==> src/rtl/ivc_pkg.sv <==
package ivc_pkg;
    localparam int DEF_N_SRC   = 8;
    localparam int DEF_PRIO_W  = 3;
    localparam int DEF_VEC_W   = 32;
    localparam int DEF_STK_DEP = 8;

    typedef enum logic [1:0] {
        STK_HOLD = 2'd0,
        STK_PUSH = 2'd1,
        STK_POP  = 2'd2
    } stk_op_e;
endpackage

==> src/rtl/ivc_cfg.sv <==
module ivc_cfg #(
    parameter int N_SRC  = 8,
    parameter int PRIO_W = 3,
    parameter int VEC_W  = 32,
    parameter int AW     = $clog2(2 * N_SRC)
) (
    input  logic                           clk,
    input  logic                           rst_n,
    input  logic                           we,
    input  logic [AW-1:0]                  addr,
    input  logic [VEC_W-1:0]               wdata,
    output logic [N_SRC-1:0][VEC_W-1:0]    vec_tbl,
    output logic [N_SRC-1:0][PRIO_W-1:0]   prio_tbl
);
    localparam int IW = (N_SRC > 1) ? $clog2(N_SRC) : 1;

    typedef struct packed {
        logic [N_SRC-1:0][VEC_W-1:0]  vec;
        logic [N_SRC-1:0][PRIO_W-1:0] prio;
    } cfg_st_t;

    cfg_st_t st_d, st_q;
    logic [IW-1:0] widx;

    assign widx = IW'(addr >> 1);

    always_comb begin
        st_d = st_q;
        if (we && (32'(addr >> 1) < N_SRC)) begin
            if (addr[0]) st_d.prio[widx] = wdata[PRIO_W-1:0];
            else         st_d.vec[widx]  = wdata;
        end
    end

    always_ff @(posedge clk or negedge rst_n) begin
        if (!rst_n) st_q <= '0;
        else        st_q <= st_d;
    end

    assign vec_tbl  = st_q.vec;
    assign prio_tbl = st_q.prio;
endmodule

==> src/rtl/ivc_arb.sv <==
module ivc_arb #(
    parameter int N_SRC  = 8,
    parameter int PRIO_W = 3,
    parameter int IW     = (N_SRC > 1) ? $clog2(N_SRC) : 1
) (
    input  logic [N_SRC-1:0]               irq,
    input  logic [N_SRC-1:0][PRIO_W-1:0]   prio_tbl,
    input  logic [PRIO_W-1:0]              level,
    output logic                           vld,
    output logic [IW-1:0]                  idx,
    output logic [PRIO_W-1:0]              prio
);
    logic [N_SRC-1:0] elig;

    genvar g;
    generate
        for (g = 0; g < N_SRC; g++) begin : g_elig
            assign elig[g] = irq[g] && (prio_tbl[g] != '0) && (prio_tbl[g] > level);
        end
    endgenerate

    // Scan from the top index down with >=, so on a tie the lowest index is kept.
    always_comb begin
        vld  = 1'b0;
        idx  = '0;
        prio = '0;
        for (int i = N_SRC - 1; i >= 0; i--) begin
            if (elig[i] && (prio_tbl[i] >= prio)) begin
                vld  = 1'b1;
                idx  = IW'(i);
                prio = prio_tbl[i];
            end
        end
    end
endmodule

==> src/rtl/ivc_stack.sv <==
module ivc_stack
    import ivc_pkg::*;
#(
    parameter int DEPTH  = 8,
    parameter int PRIO_W = 3
) (
    input  logic              clk,
    input  logic              rst_n,
    input  stk_op_e           op,
    input  logic [PRIO_W-1:0] push_val,
    output logic [PRIO_W-1:0] top,
    output logic              full,
    output logic              empty
);
    localparam int CW = $clog2(DEPTH + 1);
    localparam int PW = (DEPTH > 1) ? $clog2(DEPTH) : 1;

    typedef struct packed {
        logic [DEPTH-1:0][PRIO_W-1:0] ent;
        logic [CW-1:0]                cnt;
    } stk_st_t;

    stk_st_t st_d, st_q;

    always_comb begin
        st_d = st_q;
        unique case (op)
            STK_PUSH: if (st_q.cnt != CW'(DEPTH)) begin
                st_d.ent[PW'(st_q.cnt)] = push_val;
                st_d.cnt                = st_q.cnt + 1'b1;
            end
            STK_POP: if (st_q.cnt != '0) begin
                st_d.cnt = st_q.cnt - 1'b1;
            end
            default: ;
        endcase
    end

    always_ff @(posedge clk or negedge rst_n) begin
        if (!rst_n) st_q <= '0;
        else        st_q <= st_d;
    end

    assign empty = (st_q.cnt == '0);
    assign full  = (st_q.cnt == CW'(DEPTH));
    assign top   = empty ? '0 : st_q.ent[PW'(st_q.cnt - 1'b1)];
endmodule

==> src/rtl/ivc_top.sv <==
module ivc_top
    import ivc_pkg::*;
#(
    parameter int N_SRC   = DEF_N_SRC,
    parameter int PRIO_W  = DEF_PRIO_W,
    parameter int VEC_W   = DEF_VEC_W,
    parameter int STK_DEP = DEF_STK_DEP,
    localparam int AW     = $clog2(2 * N_SRC),
    localparam int IW     = (N_SRC > 1) ? $clog2(N_SRC) : 1
) (
    input  logic              clk,
    input  logic              rst_n,
    input  logic [N_SRC-1:0]  irq_i,
    input  logic              cfg_we,
    input  logic [AW-1:0]     cfg_addr,
    input  logic [VEC_W-1:0]  cfg_wdata,
    input  logic              ack_i,
    input  logic              eos_i,
    output logic              irq_req_o,
    output logic [VEC_W-1:0]  vec_o,
    output logic [PRIO_W-1:0] level_o,
    output logic              overflow_o
);
    typedef struct packed {
        logic             req;
        logic [VEC_W-1:0] vec;
        logic             ovf;
    } top_st_t;

    top_st_t st_d, st_q;

    logic [N_SRC-1:0][VEC_W-1:0]  vec_tbl;
    logic [N_SRC-1:0][PRIO_W-1:0] prio_tbl;
    logic                         arb_vld;
    logic [IW-1:0]                arb_idx;
    logic [PRIO_W-1:0]            arb_prio;
    logic [PRIO_W-1:0]            stk_top;
    logic                         stk_full;
    logic                         stk_empty;
    stk_op_e                      stk_op;
    logic                         ack_take;

    ivc_cfg #(.N_SRC(N_SRC), .PRIO_W(PRIO_W), .VEC_W(VEC_W), .AW(AW)) u_cfg (
        .clk(clk), .rst_n(rst_n), .we(cfg_we), .addr(cfg_addr), .wdata(cfg_wdata),
        .vec_tbl(vec_tbl), .prio_tbl(prio_tbl)
    );

    ivc_arb #(.N_SRC(N_SRC), .PRIO_W(PRIO_W), .IW(IW)) u_arb (
        .irq(irq_i), .prio_tbl(prio_tbl), .level(stk_top),
        .vld(arb_vld), .idx(arb_idx), .prio(arb_prio)
    );

    ivc_stack #(.DEPTH(STK_DEP), .PRIO_W(PRIO_W)) u_stk (
        .clk(clk), .rst_n(rst_n), .op(stk_op), .push_val(arb_prio),
        .top(stk_top), .full(stk_full), .empty(stk_empty)
    );

    always_comb begin
        st_d     = st_q;
        ack_take = ack_i && arb_vld;
        stk_op   = STK_HOLD;
        if (ack_take) begin
            st_d.vec = vec_tbl[arb_idx];
            if (stk_full) st_d.ovf = 1'b1;
            else          stk_op   = STK_PUSH;
        end else if (eos_i && !ack_i && !stk_empty) begin
            stk_op = STK_POP;
        end
        // Hold the request low for one cycle after a handshake so it re-evaluates against the new level.
        st_d.req = arb_vld && !ack_i && !eos_i;
    end

    always_ff @(posedge clk or negedge rst_n) begin
        if (!rst_n) st_q <= '0;
        else        st_q <= st_d;
    end

    assign irq_req_o  = st_q.req;
    assign vec_o      = st_q.vec;
    assign overflow_o = st_q.ovf;
    assign level_o    = stk_top;
endmodule

==> config.mk <==
export PLATFORM = sky130hd
export DESIGN_NAME = ivc_top
export DESIGN_NICKNAME = d
export VERILOG_FILES = /design/src/rtl/ivc_pkg.sv /design/src/rtl/ivc_cfg.sv /design/src/rtl/ivc_arb.sv /design/src/rtl/ivc_stack.sv /design/src/rtl/ivc_top.sv
export SDC_FILE = /design/constraint.sdc
export NUM_CORES = 1
export LEC_CHECK = 0
export ABC_AREA = 1
export CAP_MARGIN = 20
export CORE_ASPECT_RATIO = 1.25
export CORE_MARGIN = 1.5
export CORE_UTILIZATION = 50
export CTS_CLUSTER_DIAMETER = 80
export DETAILED_ROUTE_END_ITERATION = 8
export HOLD_SLACK_MARGIN = 0.02
export PLACE_DENSITY_LB_ADDON = 0.1
export REMOVE_ABC_BUFFERS = 1
export SETUP_SLACK_MARGIN = 0.4
export SLEW_MARGIN = 20
export SYNTH_ARGS = -nofsm -noshare
export SYNTH_HDL_FRONTEND = slang
export SYNTH_SLANG_ARGS = --single-unit
==> constraint.sdc <==
create_clock -name clk -period 12.7 [get_ports clk]
set_input_delay 3.81 -clock clk [delete_from_list [all_inputs] [get_ports clk]]
set_output_delay 3.81 -clock clk [all_outputs]
set_load 0.01 [all_outputs]
==> reports/metrics.cfg <==
[yosys]
synthesis.area_sq_um=17500
synth_area_leaders=dfrtp_1, nand2_1, nand3_1
synth_compound_area_share_pct=11.1
yosys.area_share.simple_pct=25.8
synth_seq_cells=342
synth_top_area_cell=dfrtp_1
netlist.area_leader.share_pct=48.8
yosys.area_share.adder_pct=3.07
ys_types=38
synthMuxAreaShare_pct=0
synthXorXnorAreaFrac_pct=0.250
yosysWarnings=0
syn_area_per_cell_sq_um=7.75
synth_top_family_by_area=simple AND/OR/NAND/NOR gates
netlist_instances=2261
ys_seq_area_share_pct=48.8

[hold_path]
hold_path_class=flop to flop

[sta]
fmax_mhz=85.4
post-route-period-util_pct=92.2
finClkSkew_ns=0.0224
grt_setup_unrepaired=false
tightest_slew_ns=0.969
fin_crit_ns=11.71
worst_hold_slack_ns=0.478
slew_headroom_pct=35.4
slew_violations=0
finalSetupViolCount=0
final_hold_viol_count=0

[floorplan]
placementRows=76
fp.coreArea_sq_um=34500
floorplan.initialDensity_pct=50.8
die-area_sq_um=36200
die_h_um=212
die_x_um=170
num_io_pins=86

[detailed_routing]
wl_per_cell_um=16.3
wl_um=45600
vias=15058
first_pass_iters=6
drc=0
antenna_left=0
drt_iter0_markers=1135
viasPerCell=5.38

[setup_path]
slowest_stage=clkdlybuf4s50_1
cpLargestDelayFamily=simple AND/OR/NAND/NOR gates
end_kind=flop
required_ns=13.10
arrival_ns=12.11
cp_common_cell=nand2_1
crit_buf_inv=10
cp_max_fo=8
start_kind=primary input
critical_path.max_stage_delay_ns=0.49
critPathKind=primary input to flop

[grt]
first_global_vias=14512
grt_first_pass_wirelength_um=75400
grt_max_degree=181
grt_antenna_before_repair=0
gr-total-overflow=0
grt_usage_pct=26.3

[clock_tree]
clk_pin_slew_worst_paths_ns=0.06
cts_max_level=2
cts_buffers=36
clkLatencyLatePin_ns=0.54
cts_tree=yes
cts-root-buf=clkbuf_16
clkSinkCount=342
ctsLongestPathBuffers=3

[cells_and_area]
diodes=0
nNetsFinal=2396
drive_gt1_share_pct=7.16
area_growth_pct=15.3

[flow_run]
maxCapViolations=0

[placed_design]
place_hpwl_um=26300
place.gp.congestion=0.898
port_buffers=85

[outcome]
status=finished, final reports clean

-- worst register-to-register path, delay by kind of cell (launching register included) --
family,cells,cell delay (ns)
and+or+nand+nor,43,4.06
DFF,1,0.69
adders and majority gates,9,2.83
buffers and inverters,12,1.36
AOI/OAI and AO/OA,15,1.82
-- cells in the mapped netlist --
master and number:
a211oi_1 6, a21oi_1 8, a311oi_1 4, a31oi_1 2
buf_1 4, buf_2 24, buf_4 14, buf_6 13
clkbuf_1 67, dfrtp_1 342, ha_1 43, inv_1 338
inv_2 3, nand2_1 576, nand2_2 14, nand2_4 4
nand3_1 380, nand3_2 3, nand3_4 1, nand3b_1 1
nand4_1 2, nor2_1 42, nor2_2 3, nor2_4 3
nor3_1 7, nor4_1 1, o211ai_1 3, o21a_1 1
o21ai_0 303, o21ai_1 29, o21ai_2 2, o21bai_1 1
o21bai_2 1, o221ai_1 5, o22ai_1 2, o31ai_1 4
xnor2_1 2, xor2_1 3
-- registers in the layout (all words and copies together) (netlist names) --
name and count:
irq_req_o 1, overflow_o 1, u_cfg.prio_tbl 24, u_cfg.vec_tbl 256
u_stk.st_q 28, vec_o 32
-- routing by layer --
layer | vias to the layer above | global-route usage [%] | routed length (um)
li1 | 7316 | - | -
met1 | 7213 | 35.0 | 19900
met2 | 438 | 44.3 | 22000
met3 | 91 | 3.54 | 2480
met4 | 0 | 9.00 | 1180
met5 | - | 0 | 0
-- repair_timing --
action,4_1_cts,5_1_grt
pin swaps,0,18
endpoints found under the hold margin,0,0
gates resized for setup,1,43
buffers inserted,0,7
hold buffers,0,0
endpoints found under the setup margin,13,62
-- worst paths after layout --
kind                                           start                             end  slack (ns)  cells after the start
setup / recovery                            irq_i[7]      u_stk.st_q[26]$_DFFE_PN0P_        0.99                     71
hold / removal                  vec_o[0]$_DFFE_PN0N_            vec_o[0]$_DFFE_PN0N_        0.48                      2
setup reg to reg           u_stk.st_q[0]$_DFFE_PN0P_      u_stk.st_q[26]$_DFFE_PN0P_        1.80                     79
hold reg to reg                 vec_o[0]$_DFFE_PN0N_            vec_o[0]$_DFFE_PN0N_        0.48                      2
max in group asynchronous                      rst_n   u_cfg.vec_tbl[14]$_DFFE_PN0P_        7.94                      2
min in group asynchronous                      rst_n  u_cfg.prio_tbl[15]$_DFFE_PN0P_        3.31                      1
-- cell families after synthesis --
kind of cell	after synthesis
adder cells (fa/ha/maj)	43
XOR/XNOR	5
AO/OA/AOI/OAI	371
flip-flops	342
buffers and inverters	463
AND/OR/NAND/NOR	1037
-- cell usage in the layout (no fill, tap or decap), types with 6 or more instances in the layout --
cell             count
a211oi_1             6
a21oi_1              7
buf_12              10
buf_4               29
clkbuf_16           37
clkbuf_8             6
clkdlybuf4s50_1     84
clkinv_2            11
dfrtp_1            342
ha_1                42
inv_1              338
nand2_1            562
nand2_2             19
nand2_4             13
nand3_1            377
nand3_2              6
nor2_1              40
nor2_4               7
nor3_1               7
o21ai_0            293
o21ai_1             33
o21ai_2              8
-- area by class of cell --
cell class                 count  area, sq um
clock inverter                20          238
fill                        3200        14300
tap                          468          586
inverter                     341         1280
clock buffer                  46         1020
sequential                   342         8560
timing repair buffer         127         1310
multi-input combinational   1456         7210
-- stage by stage --
step | TNS [ns] | utilization [%] | instances | instance area (sq um) | worst slack [ns]
3_5_place_dp | -4.54 | 54.3 | 2727 | 18800 | -0.199
3_3_place_gp | 0 | 54.3 | 2727 | 18800 | 0.147
4_1_cts | 0 | 58.0 | 2793 | 20000 | 0.454
2_1_floorplan | -83.21 | - | 2139 | 16900 | -1.89
6_report | 0 | 58.5 | 2800 | 20200 | 0.995
5_1_grt | 0 | 58.5 | 2800 | 20200 | 0.255
Power is not shown: default switching activity piles up to over one toggle a cycle in this logic, so the estimate is an artifact.
